`config.mk`:
```
export PLATFORM = sky130hd
export DESIGN_NAME = fc_nib_rx
export DESIGN_NICKNAME = d
export VERILOG_FILES = /design/src/rtl/fc_nib_rx_pkg.sv /design/src/rtl/fc_nib_rx_fifo.sv /design/src/rtl/fc_nib_rx_ctrl.sv /design/src/rtl/fc_nib_rx.sv
export SDC_FILE = /design/constraint.sdc
export NUM_CORES = 1
export LEC_CHECK = 0
export ABC_AREA = 1
export BUFFER_PORTS_ARGS = -buffer_cell sky130_fd_sc_hd__buf_2
export CAP_MARGIN = 0
export CORE_MARGIN = 4
export CORE_UTILIZATION = 25
export CTS_BUF_LIST = sky130_fd_sc_hd__clkbuf_8
export DETAILED_ROUTE_END_ITERATION = 8
export MAX_ROUTING_LAYER = met4
export PLACE_DENSITY = 0.42
export SLEW_MARGIN = 0
export SYNTH_ARGS = -nofsm -noshare
export SYNTH_HDL_FRONTEND = slang
export SYNTH_SLANG_ARGS = --single-unit
```
`constraint.sdc`:
```
create_clock -name clk -period 8.4 [get_ports clk]
set_input_delay 1.68 -clock clk [delete_from_list [all_inputs] [get_ports clk]]
set_output_delay 1.68 -clock clk [all_outputs]
set_load 0.01 [all_outputs]
```
`src/rtl/fc_nib_rx_pkg.sv`:
```
package fc_nib_rx_pkg;
  localparam int WORD_W = 16;

  // Strobes from control to the FIFO datapath
  typedef struct packed {
    logic              push;
    logic              commit;
    logic              rollback;
    logic [WORD_W-1:0] word;
  } fcStrobe_t;
endpackage

```
`src/rtl/fc_nib_rx_fifo.sv`:
```
module fc_nib_rx_fifo
  import fc_nib_rx_pkg::*;
#(
  parameter int DEPTH = 16,
  localparam int PTR_W = $clog2(DEPTH)
) (
  input  logic              clk,
  input  logic              rstN,
  input  fcStrobe_t         strobe,
  input  logic              rdEn,
  input  logic [PTR_W:0]    hwmLevel,
  output logic [WORD_W-1:0] rdData,
  output logic              rdValid,
  output logic              specFull,
  output logic              fcBackpressure
);
  localparam logic [PTR_W:0] DEPTH_V = DEPTH[PTR_W:0];

  logic [WORD_W-1:0] mem [DEPTH];
  logic [PTR_W:0] wrPtr, cmtPtr, rdPtr;
  logic [PTR_W:0] specLevel, cmtLevel;
  logic pop;

  assign specLevel      = wrPtr - rdPtr;
  assign cmtLevel       = cmtPtr - rdPtr;
  assign specFull       = (specLevel == DEPTH_V);
  assign rdValid        = (rdPtr != cmtPtr);
  assign pop            = rdEn && rdValid;
  assign rdData         = mem[rdPtr[PTR_W-1:0]];
  assign fcBackpressure = (cmtLevel >= hwmLevel);

  always_ff @(posedge clk) begin
    if (strobe.push && !specFull) mem[wrPtr[PTR_W-1:0]] <= strobe.word;
  end

  always_ff @(posedge clk) begin
    if (!rstN) begin
      wrPtr  <= '0;
      cmtPtr <= '0;
      rdPtr  <= '0;
    end else begin
      if (strobe.rollback)                  wrPtr <= cmtPtr;
      else if (strobe.push && !specFull)    wrPtr <= wrPtr + 1'b1;
      if (strobe.commit)                    cmtPtr <= wrPtr;
      if (pop)                              rdPtr <= rdPtr + 1'b1;
    end
  end

  p_no_overflow_r8: assert property (@(posedge clk) disable iff (!rstN)
    specLevel <= DEPTH_V);
  p_commit_visible_r6: assert property (@(posedge clk) disable iff (!rstN)
    (strobe.commit && wrPtr != cmtPtr) |=> rdValid);
  p_rollback_restore_r8: assert property (@(posedge clk) disable iff (!rstN)
    strobe.rollback |=> (wrPtr == $past(cmtPtr)));
endmodule

```
`src/rtl/fc_nib_rx_ctrl.sv`:
```
module fc_nib_rx_ctrl
  import fc_nib_rx_pkg::*;
#(
  parameter int LEN_W = 4,
  parameter int CNT_W = 8
) (
  input  logic             clk,
  input  logic             rstN,
  input  logic             linkSof,
  input  logic [3:0]       linkNib,
  input  logic             linkPar,
  input  logic             specFull,
  output fcStrobe_t        strobe,
  output logic             ovfSticky,
  output logic [CNT_W-1:0] acceptCnt,
  output logic [CNT_W-1:0] parErrCnt,
  output logic [CNT_W-1:0] dropCnt
);
  typedef enum logic {S_IDLE, S_FRAME} state_t;

  state_t            state;
  logic [1:0]        nibCnt;
  logic [11:0]       shReg;
  logic [LEN_W:0]    wordIdx;
  logic [LEN_W-1:0]  lenWords;
  logic              isIdle, badPar, ovfFrame;
  logic [WORD_W-1:0] vpAcc;

  logic [WORD_W-1:0] curWord;
  logic nibBad, wordDone, headWord, lastWord, dataWord, frameIdle, badNow, vpOk;

  assign nibBad    = ~(^{linkNib, linkPar});
  assign curWord   = {shReg, linkNib};
  assign wordDone  = (state == S_FRAME) && (nibCnt == 2'd3);
  assign headWord  = wordDone && (wordIdx == '0);
  assign lastWord  = wordDone && !headWord && (wordIdx == ({1'b0, lenWords} + 1'b1));
  assign dataWord  = (wordDone && !lastWord);
  assign frameIdle = headWord ? (curWord[15:12] == 4'd0) : isIdle;
  assign badNow    = badPar | nibBad;
  assign vpOk      = (curWord == vpAcc);

  always_comb begin
    strobe      = '0;
    strobe.word = curWord;
    strobe.push = dataWord && !frameIdle && !specFull;
    if (lastWord && !isIdle) begin
      if (badNow || !vpOk || ovfFrame) strobe.rollback = 1'b1;
      else                             strobe.commit   = 1'b1;
    end
  end

  always_ff @(posedge clk) begin
    if (!rstN) begin
      state     <= S_IDLE;
      nibCnt    <= '0;
      shReg     <= '0;
      wordIdx   <= '0;
      lenWords  <= '0;
      isIdle    <= 1'b0;
      badPar    <= 1'b0;
      ovfFrame  <= 1'b0;
      vpAcc     <= '0;
      ovfSticky <= 1'b0;
      acceptCnt <= '0;
      parErrCnt <= '0;
      dropCnt   <= '0;
    end else begin
      case (state)
        S_IDLE: if (linkSof) begin
          state    <= S_FRAME;
          nibCnt   <= 2'd1;
          shReg    <= {shReg[7:0], linkNib};
          wordIdx  <= '0;
          badPar   <= nibBad;
          ovfFrame <= 1'b0;
        end
        S_FRAME: begin
          nibCnt <= nibCnt + 1'b1;
          shReg  <= {shReg[7:0], linkNib};
          badPar <= badNow;
          if (wordDone) wordIdx <= wordIdx + 1'b1;
          if (headWord) begin
            lenWords <= curWord[LEN_W-1:0];
            isIdle   <= frameIdle;
            vpAcc    <= curWord;
          end else if (dataWord) begin
            vpAcc <= vpAcc ^ curWord;
          end
          if (dataWord && !frameIdle && specFull) ovfFrame <= 1'b1;
          if (lastWord) begin
            state <= S_IDLE;
            if (!isIdle) begin
              if (badNow || !vpOk) begin
                parErrCnt <= parErrCnt + 1'b1;
                dropCnt   <= dropCnt + 1'b1;
              end else if (ovfFrame) begin
                ovfSticky <= 1'b1;
                dropCnt   <= dropCnt + 1'b1;
              end else begin
                acceptCnt <= acceptCnt + 1'b1;
              end
            end
          end
        end
        default: state <= S_IDLE;
      endcase
    end
  end

  p_sticky_hold_r8: assert property (@(posedge clk) disable iff (!rstN)
    ovfSticky |=> ovfSticky);
  p_idle_nopush_r7: assert property (@(posedge clk) disable iff (!rstN)
    (state == S_FRAME && isIdle && wordIdx != '0) |-> !strobe.push);
  p_drop_count_r3: assert property (@(posedge clk) disable iff (!rstN)
    strobe.rollback |=> (dropCnt != $past(dropCnt)));
  p_accept_count_r6: assert property (@(posedge clk) disable iff (!rstN)
    strobe.commit |=> (acceptCnt == $past(acceptCnt) + 1'b1));
  p_no_push_outside_r1: assert property (@(posedge clk) disable iff (!rstN)
    (state == S_IDLE) |-> !strobe.push);
endmodule

```
`src/rtl/fc_nib_rx.sv`:
```
module fc_nib_rx
  import fc_nib_rx_pkg::*;
#(
  parameter int DEPTH = 16,
  parameter int LEN_W = 4,
  parameter int CNT_W = 8,
  localparam int PTR_W = $clog2(DEPTH)
) (
  input  logic              clk,
  input  logic              rstN,
  input  logic              linkSof,
  input  logic [3:0]        linkNib,
  input  logic              linkPar,
  input  logic [PTR_W:0]    hwmLevel,
  input  logic              rdEn,
  output logic [WORD_W-1:0] rdData,
  output logic              rdValid,
  output logic              fcBackpressure,
  output logic              ovfSticky,
  output logic [CNT_W-1:0]  acceptCnt,
  output logic [CNT_W-1:0]  parErrCnt,
  output logic [CNT_W-1:0]  dropCnt
);
  fcStrobe_t strobe;
  logic      specFull;

  fc_nib_rx_ctrl #(.LEN_W(LEN_W), .CNT_W(CNT_W)) ctrl_i (
    .clk(clk), .rstN(rstN), .linkSof(linkSof), .linkNib(linkNib),
    .linkPar(linkPar), .specFull(specFull), .strobe(strobe),
    .ovfSticky(ovfSticky), .acceptCnt(acceptCnt), .parErrCnt(parErrCnt),
    .dropCnt(dropCnt)
  );

  fc_nib_rx_fifo #(.DEPTH(DEPTH)) fifo_i (
    .clk(clk), .rstN(rstN), .strobe(strobe), .rdEn(rdEn),
    .hwmLevel(hwmLevel), .rdData(rdData), .rdValid(rdValid),
    .specFull(specFull), .fcBackpressure(fcBackpressure)
  );
endmodule

```
## Word-level counts from Yosys, hierarchy flattened

Memories as Yosys holds them, arrays and structs flattened. A register that Yosys moved wholly into a read port is not among the register bits.
Cells that the tools add are included.

- Latch bits: 0
- Logic and storage cells: 105
- Memories: 1
- Memory bits (writable): 256
- Output and inout port bits: 43
- Bits in read-only memories: 0
- Bits in registers: 83
- Input bits: 14

Memories:

| memory | depth | bits a word | rd ports | clocked after memory_dff | write ports | RTL line | text |
|---|---|---|---|---|---|---|---|
| fifo_i.mem | 16 | 16 | 1 | 1 | 1 | fc_nib_rx_fifo.sv:19 | `logic [WORD_W-1:0] mem [DEPTH];` |

- Reduce and logical (&&, ||, !) cells: 33
- Bitwise operators: 7
- Magnitude comparators: 1
- Equality and inequality tests: 8
- Add/subtract/negate cells: 10
- Multiply operators: 0
- Shifts and indexed selects: 0
- Multiplexer cells: 29
- Divide/modulo/power cells: 0

Operators with widths:

| kind | number |
|---|---|
| two-way mux 16 bit | 2 |
| adder 8 x 1 -> 8 bit (second input constant) | 3 |
| case mux 12 bit (2 select lines) | 1 |
| two-way mux 5 bit | 4 |
| equality test 16 bit | 1 |
| two-way mux 8 bit | 2 |
| bitwise XOR 16 bit | 1 |
| adder 5 x 1 -> 5 bit (second input constant) | 3 |
| two-way mux 12 bit | 1 |
| logical AND 1 bit | 11 |
| two-way mux 1 bit | 10 |
| case mux 5 bit (2 select lines) | 1 |
| AND reduction 5 bit | 2 |
| subtractor 5 bit | 2 |
| two-way mux 4 bit | 2 |
| AND reduction 2 bit | 4 |
| AND reduction 4 bit | 2 |
| logical NOT 1 bit | 6 |
| != test 2 bit (second input constant) | 3 |
| case mux 1 bit (2 select lines) | 3 |
| nonzero test 2 bit | 3 |
| adder 4 x 1 -> 5 bit (second input constant) | 1 |
| equality test 5 bit | 1 |
| equality test 5 bit (second input constant) | 1 |
| other kinds (12) | 18 |

## Depth between registers and ports, before layout

Gate-level depths: netlist (run 1).

- Depth in word-level cells: 13
- Depth in mapped cells: 15
- Depth with buffers taken out: 15

## By module

Synthesis (run 1) repeated with hierarchy kept, for this count alone.

- Cells, all modules: 1454
- Area total of the unflattened synthesis: 15446.1 um^2

By module, submodules not included:

| module | seq. area each (um^2) | cells each | times used | area each (um^2) |
|---|---|---|---|---|
| fc_nib_rx_fifo | 8067.7 | 867 | 1 | 11508.5 |
| fc_nib_rx_ctrl | 1361.3 | 587 | 1 | 3937.5 |

## Least setup slack after synthesis (run 1)

OpenSTA, ideal clock, no wires.

- Kind: input-to-output
- Start: input hwmLevel[0]
- End: output fcBackpressure
- Cell stages on the path: 7
- Arrival time: 2.437 ns
- Path slack: 4.283 ns
- Path buffers: 0
- Required time: 6.720 ns
- Cells stage by stage: ha_1 > inv_1 > nand2_1 > a21oi_1 > o21bai_1 > a21oi_1 > o21bai_1

- Word-level cells in the longest chain between the ends: 1

Ends and longest elaborated chain:

| element | RTL line | text |
|---|---|---|
| start, declared | fc_nib_rx.sv:14 | `input logic [PTR_W:0] hwmLevel,` |
| greater-or-equal comparator 5 bit | fc_nib_rx_fifo.sv:30 | `assign fcBackpressure = (cmtLevel >= hwmLevel);` |
| end, declared | fc_nib_rx.sv:18 | `output logic fcBackpressure,` |

Every way passes these cells.

## Worst setup path in the final report (run 1)

- Start: register fifo_i.rdPtr[0]
- End: output fcBackpressure

- Word-level cells in the longest chain between the ends: 2

Ends and longest elaborated chain:

| element | RTL line | text |
|---|---|---|
| start, declared | fc_nib_rx_fifo.sv:20 | `logic [PTR_W:0] wrPtr, cmtPtr, rdPtr;` |
| start signal, assigned | fc_nib_rx_fifo.sv:45 | `if (pop) rdPtr <= rdPtr + 1'b1;` |
| subtractor 5 bit | fc_nib_rx_fifo.sv:25 | `assign cmtLevel = cmtPtr - rdPtr;` |
| greater-or-equal comparator 5 bit | fc_nib_rx_fifo.sv:30 |  |

Every way passes these cells.

==> results of run 1 <==
placed cells by master (no fill, tap or decap), types with 10 or more instances in the layout:
cell                       count
sky130_fd_sc_hd__nand3_1      62
sky130_fd_sc_hd__clkinv_1     19
sky130_fd_sc_hd__nor2_1       93
sky130_fd_sc_hd__nor4_1       10
sky130_fd_sc_hd__a21oi_1     121
sky130_fd_sc_hd__ha_1         25
sky130_fd_sc_hd__nand2_1     202
sky130_fd_sc_hd__dfxtp_1      84
sky130_fd_sc_hd__xor2_1       15
sky130_fd_sc_hd__buf_2        56
sky130_fd_sc_hd__edfxtp_1    256
sky130_fd_sc_hd__nor2_2       17
sky130_fd_sc_hd__inv_2        11
sky130_fd_sc_hd__mux2i_1      64
sky130_fd_sc_hd__o22ai_1      10
sky130_fd_sc_hd__o211ai_1     64
sky130_fd_sc_hd__buf_4        19
sky130_fd_sc_hd__o21ai_0     108
sky130_fd_sc_hd__clkbuf_8     65
sky130_fd_sc_hd__nand4_1      18
sky130_fd_sc_hd__xnor2_1      11
sky130_fd_sc_hd__inv_1       174
state kept, by name (all words and copies together) (netlist names), named ones only:
name	cells
ctrl_i.parErrCnt	8
ctrl_i.state	1
ctrl_i.acceptCnt	8
fifo_i.rdPtr	5
ctrl_i.badPar	1
fifo_i.cmtPtr	5
ctrl_i.vpAcc	16
ctrl_i.ovfSticky	1
fifo_i.mem	256
ctrl_i.ovfFrame	1
ctrl_i.nibCnt	2
ctrl_i.isIdle	1
ctrl_i.lenWords	4
ctrl_i.wordIdx	5
ctrl_i.shReg	12
fifo_i.wrPtr	5
ctrl_i.dropCnt	8
area by class of cell:
cell class	instances	area share, %
tap	782	5.55
inverter	164	3.51
clock buffer	65	5.08
antenna	3	0.0426
timing repair buffer	76	2.51
sequential	343	53.6
clock inverter	49	1.51
multi-input combinational	869	28.2
tightest hold or removal path, delay by kind of cell, from the launching register on:
family | cells | cell delay, ps
AOI/OAI and AO/OA | 1 | 50
and+or+nand+nor | 1 | 60
DFF | 1 | 310
logic make-up after synthesis:
family | after synthesis | synth area share, %
mux | 64 | 4.21
compound gates | 320 | 12.0
fa+ha+maj | 26 | 2.19
simple gates | 433 | 12.5
xor+xnor | 26 | 1.50
flops | 343 | 62.0
buf+inv | 224 | 5.69
how the worst max path moves through the flow:
stage / start / to / cells after the start
3_5_place_dp: hwmLevel[0] / fcBackpressure / 9
2_1_floorplan: hwmLevel[0] / fcBackpressure / 7
5_1_grt: fifo_i.rdPtr[0]$_SDFFE_PN0P_ / fcBackpressure / 9
3_3_place_gp: hwmLevel[0] / fcBackpressure / 9
6_report: fifo_i.rdPtr[0]$_SDFFE_PN0P_ / fcBackpressure / 9
4_1_cts: fifo_i.rdPtr[0]$_SDFFE_PN0P_ / fcBackpressure / 9
metrics by stage:
stage / worst slack [ps] / power (W) / instance area (sq um) / utilization, %
5_1_grt: 3670 / 0.00383 / 17600 / 29.2
3_5_place_dp: 4020 / 0.00221 / 16500 / 27.3
4_1_cts: 3830 / 0.00372 / 17600 / 29.2
2_1_floorplan: 4280 / 0.00210 / 15200 / -
3_3_place_gp: 4000 / 0.00221 / 16500 / 27.3
6_report: 3940 / 0.00364 / 17600 / 29.2
power breakdown:
part | internal (W) | switching (W)
Combinational | 0.000107 | 0.000191
Clock | 0.000775 | 0.000698
Sequential | 0.00184 | 0.0000311
Total | 0.00272 | 0.000920
routing by layer:
metal	vias up	global-route usage [%]	share of wire, %
met1	5088	17.1	47
met2	173	21.2	47
li1	5213	-	-
met5	-	-	0
met3	58	2.37	3.9
met4	0	3.23	1.7
==> flow_summary.toml, run 1 <==
[setup_path]
rr_startpoint = "ctrl_i.wordIdx[0]$_SDFFE_PN0P_"
worstSetupPathType = "register to output port"
reg2reg_slack_ps = 4750
timing.reg2reg.worst_path_depth = 12
setup.worst_path.end_class = "output port"
crit_chain = "ha_1 > inv_1 > fa_1 > a221oi_1 > xnor2_1 > ha_1 > inv_1 > o21bai_1 > buf_2"
critical_path_required_ps = 6720
worst_path_buffer_plus_inverter_count = 3
cpPeakStageDelay_ps = 450
path_max_fanout = 7
crit_arrival_ps = 2780
r2r_end = "fifo_i.mem[6][1]$_DFFE_PP_"
path_delay_family = "adder cells"
setup.worst_path.start_class = "register"
critPathSlowestCell = "sky130_fd_sc_hd__dfxtp_1"

[global_routing]
grt.total_usage_pct = 13.1
grt-ovfl-total = 0
first_global_vias = 10500
grt_max_degree = 193
number_of_antenna_violations_at_the_first_check_in_global_routing = 3
grt_first_pass_wirelength_um = 63500

[timing]
layout_worst_path_cycle_share_pct = 53.1
final.setup_skew_ps = 55.8
relative_max_transition_margin_pct = 19.3
max_slew.worst_pin.slew_ps = 1210
finalHoldWorstSlack_ps = 467
setup-tns-final_ps = 0
final_period_minus_worst_setup_slack_ps = 4460
slew_violations = 0
fmax_mhz = 224
rsz_0062_raised_after_global_routing = "no"
finalHoldViolations = 0
setup_viol = 0

[cells_and_area]
layout.nets = 1554
layout.cells.non_filler = 2351
synthToLayoutAreaGrowth_pct = 15.8
fillers = 6266
multi_input_area_sq_mm = 0.00498
register_area_sq_mm = 0.00944
share_of_layout_cells_above_drive_strength_1_pct = 12.6

[drt]
detail_route.first_pass.iterations = 5
detail_route.vias_per_cell = 4.48
antenna_violating_nets_post_route = 0
routed-via-count = 10500
wire_per_inst_um = 17.5
wl_um = 41200
drc = 0
drt-initial-drc-count = 648

[pwr]
total_leakage_power_nw = 6.39
ir_worst_vdd_v = 0.0000973
power_density_mw_per_mm2 = 207

[floorplanning]
core.rowCount = 90
pin_count = 57
fp.dieH_um = 255
fp.dieW_um = 255
die_area_sq_mm = 0.0649
starting_utilization_of_the_core_area_pct = 25.2
floorplan.core_area_sq_mm = 0.0604

[synthesis]
netlist_top_cells_area = "sky130_fd_sc_hd__edfxtp_1 51%, sky130_fd_sc_hd__dfxtp_1 11%, sky130_fd_sc_hd__nand2_1 5.0%"
yosysSeqAreaShare_pct = 62.0
yosysTopAreaCellShare_pct = 50.5
yosys_register_bits = 343
synth_area_per_cell_sq_um = 10.6
post_synthesis_net_count = 1476
mappedNetlistArea_sq_mm = 0.0152
number_of_synthesized_flops_with_an_enable_pin = 256
yosysWarningCount = 0
yosysMostFrequentCell = "sky130_fd_sc_hd__edfxtp_1"
post_synth_most_frequent_cells = "256 x sky130_fd_sc_hd__edfxtp_1, 202 x sky130_fd_sc_hd__nand2_1, 150 x sky130_fd_sc_hd__inv_1"
yosys.area.top_type = "sky130_fd_sc_hd__edfxtp_1"
synth_cell_types = 43
postSynth.asyncResetShare_pct = 0
netlist_instances = 1436
most_used_dff_post_synth = "sky130_fd_sc_hd__edfxtp_1"

[run]
cap_viol_max_count = 0

[cts]
numClockSinks = 343
ctsHoldBuffers = 0
max-clock-path-buffers = 3
clock-root-buffer = "sky130_fd_sc_hd__clkbuf_8"
worst_setup_hold_path_clk_slew_ps = 60
cts_buffers = 60
cts_tree = "done"
htree_num_levels = 2
postCtsSetupRepairBufs = 0
post_cts.resized_instances = 0
clock_latency_ps = 660

[min_path]
worstHoldPathCells = 2
hold_path.class = "register to register"
hold_path.startpoint = "ctrl_i.nibCnt[1]$_SDFFE_PN0P_"
worst_hold_path.endpoint = "ctrl_i.nibCnt[1]$_SDFFE_PN0P_"

[placement]
place.detailed.instances = 2234
gp_congestion = 0.783
hpwlAfterDp_um = 23900
numPortBuffers = 56

[status]
outcome = "complete, no violations"
Note: power is estimated with default switching activity, not from simulation.
==> inputs of run 2 (changes only) <==
--- a/config.mk
+++ b/config.mk
@@ -13,7 +13,7 @@
 export CTS_BUF_LIST = sky130_fd_sc_hd__clkbuf_8
 export DETAILED_ROUTE_END_ITERATION = 8
 export MAX_ROUTING_LAYER = met4
-export PLACE_DENSITY = 0.42
+export PLACE_DENSITY = 0.43
 export SLEW_MARGIN = 0
 export SYNTH_ARGS = -nofsm -noshare
 export SYNTH_HDL_FRONTEND = slang
==> constraint.sdc (replaced) <==
create_clock -name clk -period 3.7 [get_ports clk]
set_input_delay 0.74 -clock clk [delete_from_list [all_inputs] [get_ports clk]]
set_output_delay 0.74 -clock clk [all_outputs]
set_load 0.01 [all_outputs]
==> run 2 against run 1 <==
- clock skew increased by 20 ps
- worst setup slack got worse by 3700 ps
- final cell count increased by 0.81%
- sequential share of layout area decreased by 0.48 points
- routed wire length increased by 3.3%
- die area unchanged
- clock power increased by 120%
- non-clock buffer count increased by 26
- combinational power increased to 2.7 times the previous value
==> flow_summary.toml, run 2 (synthesis results as in run 1) <==
[drt]
wl_um = 42600
detail_route.vias_per_cell = 4.53
drc = 0
detail_route.first_pass.iterations = 5
routed-via-count = 10700
drt-initial-drc-count = 625
antenna_violating_nets_post_route = 0
wire_per_inst_um = 18.0

[cts]
postCtsSetupRepairBufs = 0
clock_latency_ps = 690
post_cts.resized_instances = 0
htree_num_levels = 2
max-clock-path-buffers = 3
cts_tree = "done"
cts_buffers = 57
clock-root-buffer = "sky130_fd_sc_hd__clkbuf_8"
worst_setup_hold_path_clk_slew_ps = 60
numClockSinks = 343
ctsHoldBuffers = 0

[floorplanning]
starting_utilization_of_the_core_area_pct = 25.2
fp.dieH_um = 255
floorplan.core_area_sq_mm = 0.0604
fp.dieW_um = 255
die_area_sq_mm = 0.0649
pin_count = 57
core.rowCount = 90

[min_path]
worst_hold_path.endpoint = "ctrl_i.lenWords[2]$_SDFFE_PN0P_"
hold_path.startpoint = "linkNib[2]"
worstHoldPathCells = 3
hold_path.class = "input port to register"

[setup_path]
reg2reg_slack_ps = 830
rr_startpoint = "ctrl_i.wordIdx[0]$_SDFFE_PN0P_"
crit_arrival_ps = 2770
critPathSlowestCell = "sky130_fd_sc_hd__dfxtp_1"
cpPeakStageDelay_ps = 440
setup.worst_path.start_class = "register"
r2r_end = "fifo_i.mem[8][3]$_DFFE_PP_"
crit_chain = "ha_1 > inv_1 > fa_1 > a221oi_1 > xnor2_1 > ha_1 > inv_1 > o21bai_1 > buf_2"
path_delay_family = "adder cells"
worstSetupPathType = "register to output port"
path_max_fanout = 7
worst_path_buffer_plus_inverter_count = 3
setup.worst_path.end_class = "output port"
timing.reg2reg.worst_path_depth = 13
critical_path_required_ps = 2960

[placement]
gp_congestion = 0.775
preCtsSetupSlack_ps = 747
hpwlAfterDp_um = 26800
numPortBuffers = 56

[timing]
postLayoutSetupSlackWorst_ps = 192
fmax_mhz = 285
rsz_0062_raised_after_global_routing = "no"
slew_violations = 0
setup-tns-final_ps = 0
finalHoldViolations = 0
layout_worst_path_cycle_share_pct = 94.8
relative_max_transition_margin_pct = 40.7
finalHoldWorstSlack_ps = 466
max_slew.worst_pin.slew_ps = 890
final.setup_skew_ps = 75.3
final_period_minus_worst_setup_slack_ps = 3510
setup_viol = 0

[global_routing]
grt_max_degree = 65
first_global_vias = 10600
number_of_antenna_violations_at_the_first_check_in_global_routing = 3
grt_first_pass_wirelength_um = 65500
grt-ovfl-total = 0
grt.total_usage_pct = 13.5

[pwr]
power_switching_w = 0.00218
power_report.internal_total_w = 0.00607
total_leakage_power_nw = 6.45
power_w = 0.00825
ir_worst_vdd_v = 0.000261
comb_power_share_pct = 9.8
clock_power_share_pct = 39.3
share_seq_of_total_power_pct = 50.9
power_switching_share_pct = 26.4
power_density_mw_per_mm2 = 464

[cells_and_area]
final_cell_mix = "256 x sky130_fd_sc_hd__edfxtp_1, 202 x sky130_fd_sc_hd__nand2_1, 158 x sky130_fd_sc_hd__inv_1, 121 x sky130_fd_sc_hd__a21oi_1, 108 x sky130_fd_sc_hd__o21ai_0"
fillers = 6308
synthToLayoutAreaGrowth_pct = 16.8
mostFrequentLayoutCell = "sky130_fd_sc_hd__edfxtp_1"
largest_reg_flops = 256
layout.nets = 1577
share_of_layout_cells_above_drive_strength_1_pct = 14.5

[run]
cap_viol_max_count = 0

[status]
outcome = "complete, no violations"
## run 2: changes by cell type in the layout (fill, tap and decap cells not counted), sizes merged
cell	before	now
clkinv	25	37
clkinvlp	0	1
buf	76	102
inv	186	171
clkbuf	65	62
diode	3	2
bufinv	2	1
## run 2: final cells by class
cell class	count	area, sq um	area share, %
flip-flops and latches	343	9440	53.1
multi-input cells	869	4960	27.9
well taps	782	978	5.50
clock buffers	62	853	4.80
repair buffers	102	688	3.87
inverters	164	618	3.48
clock inverters	46	238	1.34
diodes	2	5.00	0.0282
## run 2: per-layer routing
layer / vias up / wire length, um / part of all wire, % / GRT usage (%)
met2: 220 / 19300 / 45 / 21.0
met1: 5178 / 20200 / 47 / 18.0
met5: - / 0 / 0 / -
met4: 0 / 922 / 2.2 / 3.41
met3: 75 / 2130 / 5.0 / 2.93
li1: 5254 / - / - / -
## run 2: power groups by stage
stage	logic [W]	registers [W]	clock network [W]
after floorplan	0.000492	0.00428	0
after global placement	0.000804	0.00430	0
after detailed placement	0.000809	0.00429	0
after CTS	0.000814	0.00421	0.00337
after global routing	0.000905	0.00421	0.00356
final	0.000809	0.00420	0.00324
## run 2: worst reg2reg max path: cells and delay by family, from the launching register on
family | cells | cell delay (ps)
AND/OR/NAND/NOR | 6 | 840
flip-flops | 1 | 370
buffers and inverters | 5 | 870
AO/OA/AOI/OAI | 1 | 320
adder cells (fa/ha/maj) | 1 | 200
## run 2: worst max path at each step
| stage | start | end | slack (ps) | cells past startpoint |
|---|---|---|---|---|
| 2_1_floorplan | fifo_i.rdPtr[0]$_SDFFE_PN0P_ | fcBackpressure | 1050 | 8 |
| 3_5_place_dp | register | rdData[12] | 750 | 6 |
| 6_report | fifo_i.rdPtr[0]$_SDFFE_PN0P_ | fcBackpressure | 190 | 9 |
| 5_1_grt | fifo_i.rdPtr[0]$_SDFFE_PN0P_ | fcBackpressure | 30 | 9 |
| 4_1_cts | register | rdData[12] | 20 | 6 |
| 3_3_place_gp | register | rdData[12] | 730 | 6 |
## run 2: through the flow
stage                     instances  utilization (%)  area, sq um
after global routing           2370             29.5        17800
after floorplan                1436                -        15200
after CTS                      2367             29.4        17800
after global placement         2259             27.6        16700
final                          2370             29.5        17800
after detailed placement       2259             27.6        16700
==> inputs of run 3 (changes only) <==
--- a/config.mk
+++ b/config.mk
@@ -9,12 +9,13 @@
 export BUFFER_PORTS_ARGS = -buffer_cell sky130_fd_sc_hd__buf_2
 export CAP_MARGIN = 0
 export CORE_MARGIN = 4
-export CORE_UTILIZATION = 25
+export CORE_UTILIZATION = 47
 export CTS_BUF_LIST = sky130_fd_sc_hd__clkbuf_8
 export DETAILED_ROUTE_END_ITERATION = 8
 export MAX_ROUTING_LAYER = met4
-export PLACE_DENSITY = 0.43
+export PLACE_DENSITY = 0.69
 export SLEW_MARGIN = 0
 export SYNTH_ARGS = -nofsm -noshare
 export SYNTH_HDL_FRONTEND = slang
 export SYNTH_SLANG_ARGS = --single-unit
+export TNS_END_PERCENT = 1
==> run 3 against run 2 <==
- final area decreased by 4.0%
- combinational power fell by 11%
- clock-buffer cell count down 6
- fmax up 2.8%
- register-to-register slack gained 80 ps
- flip-flop and latch count is the same
- first-iteration DRC count increased by 56%
- clock skew fell by 57 ps
- core utilization increased by 24 points
- final cell count decreased by 17%
- non-clock buffer count fell by 8
- sequential power increased by 1%
- largest cell class unchanged
==> flow_summary.toml, run 3 (synthesis results as in run 1) <==
[status]
outcome = "complete, no violations"

[setup_path]
critical_path_required_ps = 2960
worstSetupPathType = "register to output port"
setup.worst_path.end_class = "output port"
setup.worst_path.start_class = "register"
path_max_fanout = 54
rr_startpoint = "ctrl_i.wordIdx[0]$_SDFFE_PN0P_"
crit_arrival_ps = 2670
timing.reg2reg.worst_path_depth = 13

[global_routing]
grt_use_met3_pct = 2.64
grt_first_pass_wirelength_um = 57500
number_of_antenna_violations_at_the_first_check_in_global_routing = 0
grt.total_usage_pct = 21.1
grt_use_met2_pct = 35.2
grt-ovfl-total = 0
grt-busiest-layer = "met2"
grt_max_degree = 65
met1_usage_in_global_routing_pct = 27.4
first_global_vias = 10500

[floorplanning]
core.rowCount = 65
floorplan.core_area_sq_mm = 0.0317
starting_utilization_of_the_core_area_pct = 48.0
fp.dieW_um = 188
die_area_sq_mm = 0.0353
pin_count = 57
fp.dieH_um = 188

[timing]
relative_max_transition_margin_pct = 39.8
finalHoldViolations = 0
rsz_0062_raised_after_global_routing = "no"
setup_viol = 0
postLayoutSetupSlackWorst_ps = 286
layout_worst_path_cycle_share_pct = 92.3
fmax_mhz = 293
final_period_minus_worst_setup_slack_ps = 3410
final.setup_skew_ps = 18.0
max_slew.worst_pin.slew_ps = 903
slew_violations = 0
setup-tns-final_ps = 0

[cells_and_area]
largest_reg_flops = 256
finish.instance_area_sq_mm = 0.0171
share_of_layout_cells_above_drive_strength_1_pct = 13.5
mostFrequentLayoutCell = "sky130_fd_sc_hd__edfxtp_1"
layout.nets = 1566
final_cell_mix = "256 x sky130_fd_sc_hd__edfxtp_1, 202 x sky130_fd_sc_hd__nand2_1, 168 x sky130_fd_sc_hd__inv_1, 121 x sky130_fd_sc_hd__a21oi_1, 108 x sky130_fd_sc_hd__o21ai_0"
synthToLayoutAreaGrowth_pct = 12.1

[cts]
post_cts.resized_instances = 0
max-clock-path-buffers = 3
ctsHoldBuffers = 0
numClockSinks = 343
htree_num_levels = 2
cts_tree = "done"
worst_setup_hold_path_clk_slew_ps = 70
postCtsSetupRepairBufs = 0
cts_buffers = 54
clock-root-buffer = "sky130_fd_sc_hd__clkbuf_8"
clock_latency_ps = 590

[placement]
numPortBuffers = 56
place_area_sq_mm = 0.0161
hpwlAfterDp_um = 23400
gp_congestion = 0.850
preCtsSetupSlack_ps = 861

[drt]
drc = 0
wl_um = 36400
wire_per_inst_um = 18.5
detail_route.first_pass.iterations = 5
routed-via-count = 10700
detail_route.vias_per_cell = 5.45
drt-initial-drc-count = 975
antenna_violating_nets_post_route = 0

[min_path]
hold_path.startpoint = "ctrl_i.ovfSticky$_SDFFE_PN0P_"
hold_path.class = "register to register"
worstHoldPathCells = 2

[run]
cap_viol_max_count = 0

[pwr]
share_seq_of_total_power_pct = 54.2
total_leakage_power_nw = 6.36
ir_worst_vdd_v = 0.000295
comb_power_share_pct = 9.2
power_switching_share_pct = 25.6
power_report.internal_total_w = 0.00583
power_w = 0.00783
power_switching_w = 0.00200
clock_power_share_pct = 36.6
power_density_mw_per_mm2 = 459
## run 3: cell types whose count changed in the layout (fill, tap and decap cells not counted), sizes merged
cell,delta
clkinvlp,+2
clkbuf,-6
bufinv,-1
clkinv,-14
diode,-1
inv,+9
buf,-8
## run 3: path summary, 6_finish.rpt
check	end	slack (ps)
setup / recovery	rdData[3]	290
hold / removal	ctrl_i.ovfSticky$_SDFFE_PN0P_	460
setup reg to reg	fifo_i.mem[4][9]$_DFFE_PP_	910
hold reg to reg	ctrl_i.ovfSticky$_SDFFE_PN0P_	460
## run 3: per-layer routing
layer	vias up	part of all wire, %
met1	5162	43
met4	0	1.9
met2	307	50
met5	-	0
li1	5227	-
met3	53	5.3
## run 3: stage by stage
stage               utilization, %  hold WS (ps)  instances
floorplan                        -           445       1436
global placement              50.8           439       1872
detailed placement            50.8           443       1872
CTS                           53.8           455       1970
global route                  53.8           492       1970
finish                        53.8           457       1971
## run 3: worst max-delay path: stages (launching register included)
cell and delay [ps]:
sky130_fd_sc_hd__dfxtp_4 610, sky130_fd_sc_hd__buf_12 320, sky130_fd_sc_hd__a21oi_1 110, sky130_fd_sc_hd__o21ai_0 160, sky130_fd_sc_hd__o21ai_0 250, sky130_fd_sc_hd__o211ai_1 400
sky130_fd_sc_hd__nand2_1 80, sky130_fd_sc_hd__buf_2 150
## run 3: cell type report
cell class	instances	area (sq um)
fillers	2750	14700
clock inverters	42	183
repair buffers	94	591
well taps	402	503
flip-flops and latches	343	9440
multi-input cells	869	4960
inverters	164	618
clock buffers	56	771
diodes	1	2.50
## run 3: power by group through the flow
stage / Sequential [W] / Combinational, W / Clock, W
after floorplan: 0.00428 / 0.000492 / 0
after global placement: 0.00433 / 0.000711 / 0
after detailed placement: 0.00433 / 0.000722 / 0
after CTS: 0.00425 / 0.000726 / 0.00293
after global routing: 0.00425 / 0.000808 / 0.00311
final: 0.00425 / 0.000722 / 0.00286
